--- src/rtl/rxf_pkg.sv ---
package rxf_pkg;

  localparam int unsigned DA_BYTES = 6;

  typedef struct packed {
    logic strip;
    logic all;
    logic uni;
    logic mall;
    logic hash;
  } rxf_ctl_t;

  // One byte of reflected CRC-32, LSB first, no complement.
  function automatic logic [31:0] crc32_step(input logic [31:0] c_in, input logic [7:0] d);
    logic [31:0] c;
    c = c_in;
    for (int b = 0; b < 8; b++) begin
      if (c[0] ^ d[b]) c = (c >> 1) ^ 32'hEDB8_8320;
      else             c = c >> 1;
    end
    return c;
  endfunction

endpackage

--- src/rtl/rxf_da_match.sv ---
module rxf_da_match
  import rxf_pkg::*;
#(
  parameter int unsigned HASH_BITS = 6,
  parameter int unsigned CNT_W     = 4,
  parameter int unsigned MIN_LEN   = 10
) (
  input  logic                    clk,
  input  logic                    rst_n,
  input  logic                    beat,
  input  logic [CNT_W-1:0]        idx,
  input  logic [7:0]              data,
  input  logic                    eof,
  input  logic                    crc_ok,
  input  logic                    live,
  input  rxf_ctl_t                ctl,
  input  logic [8*DA_BYTES-1:0]   station,
  input  logic [2**HASH_BITS-1:0] tbl,
  output logic                    accept
);

  localparam logic [CNT_W-1:0] LAST_MIN = CNT_W'(MIN_LEN - 1);
  localparam logic [CNT_W-1:0] DA_END   = CNT_W'(DA_BYTES);

  logic [8*DA_BYTES-1:0] da_q;
  logic [31:0]           crc_q;
  logic [HASH_BITS-1:0]  hidx;
  logic                  group, hit;

  always_ff @(posedge clk) begin
    if (!rst_n) begin
      da_q  <= '0;
      crc_q <= '1;
    end else if (beat && idx < DA_END) begin
      da_q  <= {da_q[8*DA_BYTES-9:0], data};
      crc_q <= crc32_step((idx == '0) ? 32'hFFFF_FFFF : crc_q, data);
    end
  end

  assign hidx  = crc_q[31 -: HASH_BITS];
  assign group = da_q[8*DA_BYTES-8];
  assign hit   = ctl.all
               | (ctl.uni && da_q == station)
               | (group && (ctl.mall || (ctl.hash && tbl[hidx])));

  assign accept = beat && eof && live && crc_ok && (idx >= LAST_MIN) && hit;

  AST_RUNT_DROP: assert property (@(posedge clk) disable iff (!rst_n)
    beat && eof && (idx < LAST_MIN) |-> !accept);
  AST_DA_FROZEN: assert property (@(posedge clk) disable iff (!rst_n)
    beat && (idx >= DA_END) |=> $stable(da_q) && $stable(crc_q));

endmodule

--- src/rtl/rxf_tail_line.sv ---
module rxf_tail_line #(
  parameter int unsigned DEPTH = 4
) (
  input  logic       clk,
  input  logic       rst_n,
  input  logic       push,
  input  logic       restart,
  input  logic [7:0] d,
  output logic       full,
  output logic [7:0] tail
);

  localparam int unsigned FW = $clog2(DEPTH + 1);
  localparam logic [FW-1:0] FULL_CNT = FW'(DEPTH);

  logic [7:0]    sr [DEPTH];
  logic [FW-1:0] fill_q;

  for (genvar i = 0; i < DEPTH; i++) begin : g_stage
    always_ff @(posedge clk) begin
      if (!rst_n)    sr[i] <= '0;
      else if (push) sr[i] <= (i == 0) ? d : sr[(i == 0) ? 0 : i - 1];
    end
  end

  always_ff @(posedge clk) begin
    if (!rst_n) fill_q <= '0;
    else if (push) begin
      if (restart)              fill_q <= FW'(1);
      else if (fill_q != FULL_CNT) fill_q <= fill_q + FW'(1);
    end
  end

  assign full = (fill_q == FULL_CNT);
  assign tail = sr[DEPTH-1];

  AST_LINE_STAYS_FULL: assert property (@(posedge clk) disable iff (!rst_n)
    push && !restart && full |=> full);
  AST_RESTART_ONE: assert property (@(posedge clk) disable iff (!rst_n)
    push && restart |=> fill_q == FW'(1));

endmodule

--- src/rtl/rx_frame_filter.sv ---
module rx_frame_filter
  import rxf_pkg::*;
#(
  parameter int unsigned HASH_BITS = 6,
  parameter int unsigned CRC_BYTES = 4,
  parameter int unsigned MIN_LEN   = 10
) (
  input  logic                    clk,
  input  logic                    rst_n,
  input  logic                    cfg_rx_en,
  input  logic                    cfg_strip,
  input  logic                    cfg_all,
  input  logic                    cfg_uni,
  input  logic                    cfg_mall,
  input  logic                    cfg_hash,
  input  logic [47:0]             cfg_station,
  input  logic [2**HASH_BITS-1:0] cfg_hash_tbl,
  input  logic                    in_valid,
  output logic                    in_ready,
  input  logic [7:0]              in_data,
  input  logic                    in_sof,
  input  logic                    in_eof,
  input  logic                    in_crc_ok,
  output logic                    out_valid,
  input  logic                    out_ready,
  output logic [7:0]              out_data,
  output logic                    out_sof,
  output logic                    out_eof,
  output logic                    out_accept
);

  localparam int unsigned CNT_W = $clog2(MIN_LEN) + 1;
  localparam logic [CNT_W-1:0] CNT_MAX = '1;

  logic             fire, emit, m_accept, tl_full, pend_q;
  logic             live_q, cur_live;
  logic [CNT_W-1:0] cnt_q, idx;
  logic [7:0]       tl_tail;
  rxf_ctl_t         ctl_in, ctl_q, cur_ctl;

  assign ctl_in   = '{strip: cfg_strip, all: cfg_all, uni: cfg_uni,
                      mall: cfg_mall, hash: cfg_hash};
  assign in_ready = !out_valid || out_ready;
  assign fire     = in_valid && in_ready;
  assign idx      = in_sof ? '0 : cnt_q;
  assign cur_live = in_sof ? cfg_rx_en : live_q;
  assign cur_ctl  = in_sof ? ctl_in : ctl_q;

  always_ff @(posedge clk) begin
    if (!rst_n) begin
      cnt_q  <= '0;
      live_q <= 1'b0;
      ctl_q  <= '0;
      pend_q <= 1'b0;
    end else if (fire) begin
      cnt_q <= (idx == CNT_MAX) ? idx : idx + CNT_W'(1);
      if (in_sof) begin
        live_q <= cfg_rx_en;
        ctl_q  <= ctl_in;
      end
      if (emit)        pend_q <= 1'b0;
      else if (in_sof) pend_q <= 1'b1;
    end
  end

  rxf_da_match #(.HASH_BITS(HASH_BITS), .CNT_W(CNT_W), .MIN_LEN(MIN_LEN)) u_match (
    .clk(clk), .rst_n(rst_n), .beat(fire), .idx(idx), .data(in_data),
    .eof(in_eof), .crc_ok(in_crc_ok), .live(cur_live), .ctl(cur_ctl),
    .station(cfg_station), .tbl(cfg_hash_tbl), .accept(m_accept)
  );

  rxf_tail_line #(.DEPTH(CRC_BYTES)) u_tail (
    .clk(clk), .rst_n(rst_n),
    .push(fire && cur_live && cur_ctl.strip),
    .restart(in_sof), .d(in_data), .full(tl_full), .tail(tl_tail)
  );

  assign emit = fire && cur_live && (!cur_ctl.strip || (!in_sof && tl_full));

  always_ff @(posedge clk) begin
    if (!rst_n) begin
      out_valid  <= 1'b0;
      out_data   <= '0;
      out_sof    <= 1'b0;
      out_eof    <= 1'b0;
      out_accept <= 1'b0;
    end else if (emit) begin
      out_valid  <= 1'b1;
      out_data   <= cur_ctl.strip ? tl_tail : in_data;
      out_sof    <= in_sof || pend_q;
      out_eof    <= in_eof;
      out_accept <= m_accept;
    end else if (out_ready) begin
      out_valid  <= 1'b0;
    end
  end

  AST_OUT_HOLD: assert property (@(posedge clk) disable iff (!rst_n)
    out_valid && !out_ready |=> out_valid && $stable(out_data) && $stable(out_sof)
                                && $stable(out_eof) && $stable(out_accept));
  AST_STOPPED_SILENT: assert property (@(posedge clk) disable iff (!rst_n)
    fire && !cur_live |=> !out_valid);
  AST_VERDICT_ON_EOF: assert property (@(posedge clk) disable iff (!rst_n)
    out_valid && !out_eof |-> !out_accept);

endmodule

--- config.mk ---
export PLATFORM = sky130hd
export DESIGN_NAME = rx_frame_filter
export DESIGN_NICKNAME = d
export VERILOG_FILES = /design/src/rtl/rxf_pkg.sv /design/src/rtl/rxf_da_match.sv /design/src/rtl/rxf_tail_line.sv /design/src/rtl/rx_frame_filter.sv
export SDC_FILE = /design/constraint.sdc
export NUM_CORES = 1
export LEC_CHECK = 0
export BUFFER_PORTS_ARGS = -buffer_cell sky130_fd_sc_hd__buf_2
export CAP_MARGIN = 25
export CORE_MARGIN = 4
export CORE_UTILIZATION = 50
export CTS_BUF_LIST = sky130_fd_sc_hd__clkbuf_8
export DETAILED_ROUTE_END_ITERATION = 12
export PLACE_DENSITY_LB_ADDON = 0.12
export SLEW_MARGIN = 15
export SYNTH_ARGS = -nofsm -noshare
export SYNTH_HDL_FRONTEND = slang
export SYNTH_HIERARCHICAL = 1
export SYNTH_SLANG_ARGS = --single-unit
--- constraint.sdc ---
create_clock -name clk -period 6.26 [get_ports clk]
set_clock_uncertainty 0.2 [all_clocks]
set_input_delay 0.626 -clock clk [delete_from_list [all_inputs] [get_ports clk]]
set_output_delay 0.626 -clock clk [all_outputs]
set_load 0.02 [all_outputs]
==> flow_summary_export.csv, run 1 <==
group,metric,value,unit
worst_setup_path,endpoint_kind,"flip-flop",
floorplanning,floorplan.initialDensity,51.70,%
worst_hold_path,holdCritPathClass,"input port to flip-flop",
cells_and_area,fin_cells,1117,
cells_and_area,nets,1056,
routing,drt-initial-drc-count,485,
clocking,ctsHoldBuffers,0,
grt,grt_antenna_before_repair,0,
sta,grt_setup_unrepaired,"false",
routing,dr.pass1.iters,6,
cells_and_area,area_delta_synth_final,14.57,%
logic_synthesis,avgSynthCellArea,9.393,µm²
floorplanning,io_pins,146,
routing,final_antenna_net_count,0,
placement,portBuffers,145,
sta,final_hold_viol_count,0,
pwr,ir_drop,0.1682,mV
sta,maxSlewHeadroom,33.93,%
pwr,leakagePower,3.580,nW
sta,period_minus_slack,3.556,ns
grt,grt_usage,21.79,%
job,cap_violations,0,
clocking,clk_pin_slew_worst_paths,0.08,ns
routing,vias_per_cell,5.504,
placement,gp_congestion,0.8622,
logic_synthesis,netlist_instances,812,
grt,grt_max_degree,68,
worst_setup_path,critical_path_class,"input port to flip-flop",
placement,placed_cells,1083,
sta,tns,0,ns
floorplanning,die_area,17290,µm²
logic_synthesis,ys.warnings.count,6,
clocking,clock_path_buffers,2,
outcome,status,"complete, no violations",
clocking,clock-sinks,139,
sta,worst_pin_slew,0.9890,ns
clocking,post_cts_resized,0,
routing,wl_per_cell,17.00,µm
sta,drv_slew,0,
sta,timing.final.crit_share,56.80,%
sta,setup_violations,0,
grt,grt_pass1_vias,6145,
placement,place_area,8357,µm²
sta,fmax,281.2,MHz
routing,wirelength,18.99,mm
clocking,cts.htree.levels,4,
cells_and_area,drive_gt1_share,24.33,%
worst_setup_path,path_max_fanout,25,
worst_setup_path,cp.required,6.43,ns
grt,overflow,0,
grt,grt_pass1_wl,30.79,mm
floorplanning,rows,44,
worst_setup_path,start_kind,"input port",
clocking,clockRootBuffer,"clkbuf_8",
clocking,insertion_delay,0.44,ns
floorplanning,die_w,131.5,µm
routing,num_vias,6148,
placement,hpwl,13.85,mm
logic_synthesis,syn-num-nets,948,
floorplanning,core_area,14750,µm²
cells_and_area,final_area,8738,µm²
pwr,power_density,248.3,nW/µm²
clocking,cts_made_buffers,17,
clocking,tritoncts,"yes",
floorplanning,fp.dieH,131.5,µm
logic_synthesis,syn-cell-area,7627,µm²
routing,drc_errors,0,
clocking,cts_setup_buffers,0,
worst_setup_path,cp.arrival,3.72,ns
cells_and_area,fill_cells,1301,
cells_and_area,antenna_cells,0,
==> stage by stage <==
step                      util, %  setup slack [ns]  hold slack [ns]  power [W]
final                       59.23             2.704           0.2529   0.002170
after global routing        59.23             2.479           0.2524   0.002278
after CTS                   59.04             2.768           0.2219   0.002185
after detailed placement    56.64             2.280           0.2471   0.001530
after global placement      56.27             2.381           0.2394   0.001511
after floorplan                 -             3.330           0.2338   0.001408
==> where the power goes <==
| part | total (W) | leakage [nW] | switching, W | internal [W] |
|---|---|---|---|---|
| registers | 0.00103 | 1.21 | 0.0000613 | 0.000968 |
| logic | 0.000486 | 2.19 | 0.000241 | 0.000245 |
| clock network | 0.000655 | 0.180 | 0.000357 | 0.000297 |
| total | 0.00217 | 3.58 | 0.000660 | 0.00151 |
==> critical path, cell delays in order <==
cell and delay [ns]:
buf_2 0.39, nor2_1 0.20, nor3_4 0.52, and2_1 0.81, nor2_1 0.18, xnor2_2 0.38, xnor3_1 0.48, o21ai_1 0.12
==> routing by layer <==
metal  up-vias  GRT usage [%]  share of wire, %
met5         -              0                 0
met4         0          6.418               1.7
met3        23          4.778               4.1
met2       149          38.28                51
met1      2942          26.92                43
li1       3034              -                 -
==> state kept, by name (all words and copies together) (netlist names) <==
signal	count
u_match/da_q	48
u_match/crc_q	32
u_tail/sr	32
out_data	8
cnt_q	5
ctl_q	5
u_tail/fill_q	3
live_q	1
out_accept	1
out_eof	1
out_sof	1
out_valid	1
pend_q	1
==> final cells by class <==
class | instances | area [µm²] | share of cell area (%)
clock buffers | 19 | 261.5 | 2.993
clock inverters | 13 | 92.59 | 1.060
inverters | 11 | 41.29 | 0.4725
multi-input cells | 599 | 4179 | 47.82
flip-flops and latches | 139 | 3103 | 35.51
well taps | 184 | 230.2 | 2.635
repair buffers | 152 | 830.8 | 9.507
==> final timing paths <==
path	start	to	slack, ns	cells after the start
worst max-delay path	in_sof	u_match/crc_q[23]$_SDFFE_PN1P_	2.70	8
worst min-delay path	in_eof	out_eof$_SDFFE_PN0P_	0.25	3
worst max register to register	cnt_q[2]$_SDFFE_PN0P_	u_match/crc_q[23]$_SDFFE_PN1P_	2.94	8
worst min register to register	ctl_q[0]$_SDFFE_PN0P_	ctl_q[0]$_SDFFE_PN0P_	0.26	2
==> layout by cell type (no fill, tap or decap), types with 4 or more instances in the layout <==
master and instances:
a21oi_1 83, a22oi_1 8, and2_1 4, and3_1 31, buf_2 145, clkbuf_8 19, dfxtp_1 107, edfxtp_1 32
inv_1 10, mux2_2 4, mux2i_1 11, mux4_2 16, nand2_1 137, nand3_1 6, nand4_1 5, nor2_1 33
nor2b_1 8, nor3_1 9, nor4_1 10, o211ai_1 22, o21ai_1 14, o311ai_0 8, xnor2_1 82, xnor2_2 8
xor2_1 52
Power figures use the tool's default switching activity.
==> run 2, diff against run 1 <==
==> constraint.sdc (replaced) <==
create_clock -name clk -period 3.5 [get_ports clk]
set_clock_uncertainty 0.2 [all_clocks]
set_input_delay 0.35 -clock clk [delete_from_list [all_inputs] [get_ports clk]]
set_output_delay 0.35 -clock clk [all_outputs]
set_load 0.02 [all_outputs]
==> flow_summary_export.csv, run 2 (same netlist as run 1, synthesis figures left out) <==
group,metric,value,unit
clocking,clk_pin_slew_worst_paths,0.07,ns
sta,timing.final.crit_share,78.49,%
cells_and_area,multi_input_area,4179,µm²
floorplanning,rows,44,
cells_and_area,final_common_cell,"buf_2",
worst_hold_path,hold_depth,3,
routing,dr.pass1.iters,7,
clocking,cts_setup_buffers,0,
routing,vias_per_cell,5.441,
cells_and_area,final_area,8738,µm²
routing,drc_errors,0,
worst_setup_path,critical_path_class,"flip-flop to flip-flop",
sta,tns,0,ns
clocking,cts_made_buffers,17,
routing,wl_met2,9.701,mm
routing,final_antenna_net_count,0,
placement,hpwl,13.84,mm
floorplanning,fp.dieH,131.5,µm
placement,portBuffers,145,
worst_hold_path,min_to,"u_match/da_q[5]$_SDFFE_PN0P_",
cells_and_area,fill_cells,1324,
grt,grt_pass1_vias,6242,
sta,drv_slew,0,
sta,maxSlewHeadroom,44.64,%
worst_setup_path,timing.rr.end,"out_accept$_SDFFE_PN0P_",
clocking,clock_path_buffers,2,
routing,wl_met3,883,µm
clocking,insertion_delay,0.46,ns
sta,grt_setup_unrepaired,"false",
cells_and_area,largestRegisters,"u_match/da_q: 48 flops, u_match/crc_q: 32 flops, u_tail/sr: 32 flops",
clocking,cts.htree.levels,4,
cells_and_area,antenna_cells,0,
cells_and_area,regMostFlops,"u_match/da_q",
clocking,clock-sinks,139,
cells_and_area,ff_latch_area,3103,µm²
worst_setup_path,critPathBufInv,0,
floorplanning,core_area,14750,µm²
worst_setup_path,max_stage_delay,0.86,ns
pwr,ir_drop,0.3025,mV
worst_setup_path,r2r_slack,0.75,ns
grt,grt_antenna_before_repair,0,
worst_setup_path,path_max_fanout,16,
routing,num_vias,6116,
worst_setup_path,rr_startpoint,"u_match/crc_q[27]$_SDFFE_PN1P_",
placement,gp_congestion,0.8858,
cells_and_area,final_cell_mix,"buf_2, nand2_1, dfxtp_1",
sta,worst_pin_slew,0.8292,ns
cells_and_area,nets,1064,
worst_hold_path,hold_start,"in_data[5]",
routing,wirelength,18.97,mm
grt,grt_pass1_wl,31.22,mm
floorplanning,die_area,17290,µm²
worst_setup_path,cp.arrival,2.92,ns
grt,grt_usage,22.11,%
pwr,leakagePower,3.590,nW
grt,overflow,0,
pwr,power_density,436.5,nW/µm²
sta,setup_violations,0,
worst_setup_path,cpMaxStageDelayCell,"dfxtp_1",
grt,grt_max_degree,53,
worst_setup_path,start_kind,"flip-flop",
floorplanning,die_w,131.5,µm
clocking,clockRootBuffer,"clkbuf_8",
routing,top_layer_used,"met4",
routing,drt-initial-drc-count,443,
floorplanning,io_pins,146,
cells_and_area,area_delta_synth_final,14.57,%
worst_hold_path,holdCritPathClass,"input port to flip-flop",
worst_setup_path,cp.required,3.67,ns
worst_setup_path,endpoint_kind,"flip-flop",
worst_setup_path,critPathTopFamily,"flip-flops",
worst_setup_path,r2r_cells,8,
cells_and_area,drive_gt1_share,24.79,%
outcome,status,"complete, no violations",
sta,period_minus_slack,2.747,ns
worst_setup_path,worstPathCellList,"mux4_2 -> a22oi_1 -> a21oi_1 -> nor3b_1 -> or3_1 -> a211oi_1 -> nand2_1 -> mux2i_1",
routing,wl_met1,8.014,mm
job,cap_violations,0,
sta,fmax,364.0,MHz
sta,final_hold_viol_count,0,
routing,wl_per_cell,16.88,µm
placement,place_area,8389,µm²
clocking,tritoncts,"yes",
floorplanning,floorplan.initialDensity,51.70,%
cells_and_area,largest_reg_flops,48,
[run 2: changes by cell type in the layout (fill, tap and decap cells not counted), sizes merged]
cell         change
clkinv           +3
inv              -4
dlygate4sd3      +1
clkinvlp         +1
clkbuf           -2
buf              +8
[run 2: worst reg2reg max path, delay by kind of cell (launching register included)]
family,cells,cell delay (ns)
compound gates,3,0.54
mux,2,0.49
flops,1,0.86
simple gates,3,0.58
[run 2: cell type report]
cell class / count / area share [%]
Multi-Input combinational cell: 599 / 47.82
Inverter: 11 / 0.4725
Timing Repair Buffer: 160 / 9.765
Sequential cell: 139 / 35.51
Clock inverter: 13 / 0.9593
Clock buffer: 18 / 2.835
Tap cell: 184 / 2.635
[run 2: layer usage]
layer  global-route usage [%]  vias to the layer above
met5                        0                        -
met2                    37.68                      150
li1                         -                     3044
met1                    27.83                     2898
met3                    4.549                       24
met4                    8.168                        0
[run 2: stage by stage]
step / setup slack [ns] / util [%] / hold WS (ns) / power (W) / std cells
after floorplan: 0.8463 / - / 0.2338 / 0.002519 / 812
after global placement: 0.6786 / 56.86 / 0.2393 / 0.002719 / 1091
after detailed placement: 0.5627 / 56.86 / 0.2477 / 0.002742 / 1091
after CTS: 0.6933 / 59.18 / 0.02545 / 0.003851 / 1123
after global routing: 0.4713 / 59.23 / 0.02903 / 0.004020 / 1124
final: 0.7529 / 59.23 / 0.05149 / 0.003814 / 1124
[run 2: worst max path at each step]
stage / slack, ns / depth (start not counted) / to / start
5_1_grt: 0.47 / 8 / out_accept$_SDFFE_PN0P_ / u_match/crc_q[27]$_SDFFE_PN1P_
2_1_floorplan: 0.85 / 10 / u_match/crc_q[19]$_SDFFE_PN1P_ / in_sof
3_3_place_gp: 0.68 / 8 / u_match/crc_q[20]$_SDFFE_PN1P_ / in_sof
4_1_cts: 0.69 / 8 / out_accept$_SDFFE_PN0P_ / u_match/crc_q[27]$_SDFFE_PN1P_
6_report: 0.75 / 8 / out_accept$_SDFFE_PN0P_ / u_match/crc_q[27]$_SDFFE_PN1P_
3_5_place_dp: 0.56 / 8 / u_match/crc_q[23]$_SDFFE_PN1P_ / in_sof
[run 2: timing repair]
| action | in CTS | in global routing |
|---|---|---|
| endpoints found under the hold margin | 1 | 0 |
| gates resized for setup | 0 | 0 |
| hold buffers | 1 | 0 |
[run 2: where the power goes]
group          switching (W)  leakage, nW  internal (W)
combinational       0.000431         2.21      0.000441
sequential          0.000102         1.21       0.00173
clock               0.000614        0.169      0.000494
==> run 3, diff against run 2 <==
--- a/config.mk
+++ b/config.mk
@@ -5,6 +5,7 @@
 export SDC_FILE = /design/constraint.sdc
 export NUM_CORES = 1
 export LEC_CHECK = 0
+export ABC_AREA = 1
 export BUFFER_PORTS_ARGS = -buffer_cell sky130_fd_sc_hd__buf_2
 export CAP_MARGIN = 25
 export CORE_MARGIN = 4
==> constraint.sdc (replaced) <==
create_clock -name clk -period 2.3 [get_ports clk]
set_clock_uncertainty 0.2 [all_clocks]
set_input_delay 0.23 -clock clk [delete_from_list [all_inputs] [get_ports clk]]
set_output_delay 0.23 -clock clk [all_outputs]
set_load 0.02 [all_outputs]
==> flow_summary_export.csv, run 3 <==
group,metric,value,unit
logic_synthesis,avgSynthCellArea,7.009,µm²
grt,grt_antenna_before_repair,0,
logic_synthesis,seq_area_frac_synth,38.50,%
logic_synthesis,syn-cell-area,8060,µm²
routing,dr.pass1.iters,5,
worst_setup_path,path_max_fanout,7,
pwr,leakagePower,4.982,nW
cells_and_area,largestRegisters,"u_match/da_q: 48 flops, u_match/crc_q: 32 flops, u_tail/sr: 32 flops",
grt,grt_busiest_layer,"met2",
pwr,power_density,677.1,nW/µm²
clocking,clockRootBuffer,"clkbuf_8",
sta,grt_setup_unrepaired,"true",
cells_and_area,fill_cells,1449,
grt,grt_util_met2,38.55,%
logic_synthesis,ys_top_cells_by_area,"dfxtp_1, nand2_1, edfxtp_1",
floorplanning,die_area,18220,µm²
outcome,status,"complete, no violations",
pwr,power.internal,0.004621,W
worst_setup_path,cp.required,2.45,ns
logic_synthesis,synth.most_common_cell,"nand2_1",
floorplanning,io_pins,146,
cells_and_area,drive_gt1_share,26.09,%
worst_setup_path,r2r_slack,0.04,ns
logic_synthesis,synthArstFlopShare,0,%
logic_synthesis,ys_top_cells_by_count,"nand2_1, inv_1, nor2_1, dfxtp_1, nand3_1",
clocking,clock_path_buffers,2,
logic_synthesis,synth.distinct_cells,45,
routing,final_antenna_net_count,0,
cells_and_area,largest_reg_flops,48,
routing,drt-initial-drc-count,421,
sta,timing.final.ws_setup,0.04407,ns
grt,grt_max_degree,83,
placement,hpwl,15.29,mm
pwr,p_sw_share,33.56,%
routing,wl_per_cell,13.75,µm
worst_hold_path,hold_start,"in_data[2]",
sta,timing.final.crit_share,98.08,%
floorplanning,floorplan.initialDensity,50.92,%
cells_and_area,final_common_cell,"nand2_1",
worst_setup_path,start_kind,"flip-flop",
logic_synthesis,synth-seq-cells,139,
logic_synthesis,ys.warnings.count,6,
logic_synthesis,synth_edf_count,32,
cells_and_area,nets,1480,
placement,gp_congestion,0.8881,
routing,drc_errors,0,
cells_and_area,final_cell_mix,"nand2_1, buf_2, inv_1",
logic_synthesis,yosysTopAreaCell,"dfxtp_1",
clocking,tritoncts,"yes",
floorplanning,die_w,135.0,µm
placement,portBuffers,145,
clocking,cts.htree.levels,4,
pwr,ir_drop,0.3722,mV
grt,grtUsageMet1,30.60,%
floorplanning,core_area,15830,µm²
sta,worst_pin_slew,0.8097,ns
sta,tns,0,ns
logic_synthesis,synthFlopType,"dfxtp_1",
sta,final_hold_viol_count,0,
worst_setup_path,rr_startpoint,"cnt_q[4]$_SDFFE_PN0P_",
grt,use_met3,4.583,%
floorplanning,rows,46,
grt,grt_usage,23.03,%
worst_setup_path,cp.arrival,2.40,ns
sta,setup_violations,0,
grt,grt_pass1_vias,7088,
worst_hold_path,holdCritPathClass,"input port to flip-flop",
routing,num_vias,7779,
worst_setup_path,timing.rr.end,"u_match/crc_q[19]$_SDFFE_PN1P_",
worst_hold_path,hold_depth,3,
pwr,switchingPower,0.002334,W
sta,fmax,443.3,MHz
worst_setup_path,r2r_cells,17,
logic_synthesis,netlist_instances,1150,
cells_and_area,fin_util,64.89,%
cells_and_area,regMostFlops,"u_match/da_q",
pwr,pwr-share-seq,40.5,%
worst_setup_path,endpoint_kind,"flip-flop",
grt,grt_pass1_wl,33.93,mm
grt,overflow,0,
sta,period_minus_slack,2.256,ns
worst_hold_path,min_to,"u_tail/sr[0][2]$_SDFFCE_PN0P_",
pwr,combPwrFrac,28.9,%
logic_synthesis,synth_top_area_share,26.58,%
floorplanning,fp.dieH,135.0,µm
cells_and_area,area_delta_synth_final,27.43,%
cells_and_area,antenna_cells,0,
routing,wirelength,21.63,mm
clocking,clk_pin_slew_worst_paths,0.09,ns
placement,dp_slack,-0.6245,ns
logic_synthesis,syn-num-nets,1286,
sta,maxSlewHeadroom,45.96,%
routing,vias_per_cell,4.945,
sta,drv_slew,0,
clocking,clock-sinks,139,
clocking,insertion_delay,0.46,ns
worst_setup_path,critical_path_class,"flip-flop to flip-flop",
clocking,cts_made_buffers,17,
pwr,clkPwrFrac,30.5,%
job,cap_violations,0,
-- run 3: cell count changes in the layout (fill, tap and decap cells not counted), sizes merged, moves of 34 or more --
cell,change
and3,-34
nand2,+176
xnor2,-69
nor2,+107
inv,+139
o21ai,+64
nand3,+89
buf,+52
-- run 3: timing repair --
item | in CTS | in global routing
hold endpoints to repair | 18 | 0
cloned | 0 | 2
hold buffers | 12 | 0
pin swaps | 1 | 19
setup buffers | 0 | 5
gates resized for setup | 6 | 69
endpoints found under the setup margin | 4 | 28
-- run 3: worst max path at each step --
stage                                      from                              to  slack [ns]  cells after the start
after floorplan                          in_sof  u_match/crc_q[19]$_SDFFE_PN1P_       0.003                     16
after global placement                   in_sof         out_accept$_SDFFE_PN0P_       -0.62                     14
after detailed placement                 in_sof         out_accept$_SDFFE_PN0P_       -0.62                     14
after CTS                 cnt_q[1]$_SDFFE_PN0P_  u_match/crc_q[20]$_SDFFE_PN1P_       0.002                     13
after global routing      cnt_q[1]$_SDFFE_PN0P_  u_match/crc_q[20]$_SDFFE_PN1P_       -0.06                     14
final                     cnt_q[4]$_SDFFE_PN0P_  u_match/crc_q[19]$_SDFFE_PN1P_        0.04                     17
-- run 3: critical path, stage by stage, from the launching register on --
cell,delay [ns]
dfxtp_2,0.33
inv_2,0.06
nor2_4,0.04
nor2_4,0.21
nand3_4,0.19
buf_4,0.19
nand3_2,0.08
nand2_4,0.08
inv_2,0.08
nand2_2,0.06
nand2_4,0.15
nand2_1,0.08
nand2_2,0.09
nand2_1,0.07
nand2_1,0.07
nand2_1,0.04
nand3_1,0.06
nand2_1,0.05
-- run 3: cell families (layout without fill, tap and decap cells) --
kind of cell | count (synthesis) | in the layout | share of synthesized area [%]
DFF | 139 | 139 | 38.50
adders and majority gates | 3 | 3 | 0.4657
buffers and inverters | 199 | 405 | 10.11
AOI/OAI and AO/OA | 182 | 182 | 12.47
xor gates and xnor gates | 61 | 61 | 7.932
and+or+nand+nor | 566 | 567 | 30.53
-- run 3: final cells by class --
class | count | area, µm² | area share (%)
inverter | 149 | 564.3 | 5.494
timing repair buffer | 224 | 1496 | 14.57
sequential | 139 | 3109 | 30.27
clock buffer | 17 | 234.0 | 2.278
multi-input combinational | 813 | 4407 | 42.90
tap | 216 | 270.3 | 2.631
clock inverter | 15 | 190.2 | 1.852
-- run 3: per-layer routing --
metal / part of all wire (%) / routed length (µm)
met2: 48 / 10360
met5: 0 / 0
met1: 44 / 9559
met3: 6.1 / 1323
met4: 1.8 / 390
-- run 3: metrics by stage --
| stage | instances | total power, W | hold slack, ns | cell area [µm²] |
|---|---|---|---|---|
| after floorplan | 1150 | 0.004085 | 0.1504 | 8074 |
| after global placement | 1522 | 0.004686 | 0.2371 | 9380 |
| after detailed placement | 1522 | 0.004704 | 0.2386 | 9380 |
| after CTS | 1566 | 0.006857 | 0.01415 | 9943 |
| after global routing | 1573 | 0.007348 | 0.02440 | 10270 |
| final | 1573 | 0.006955 | 0.04428 | 10270 |
-- run 3: power groups by stage --
stage          Clock [W]  Combinational, W  Sequential, W
2_1_floorplan          0           0.00123        0.00285
3_3_place_gp           0           0.00182        0.00287
3_5_place_dp           0           0.00183        0.00287
4_1_cts          0.00217           0.00187        0.00282
5_1_grt          0.00227           0.00224        0.00284
6_report         0.00212           0.00201        0.00282
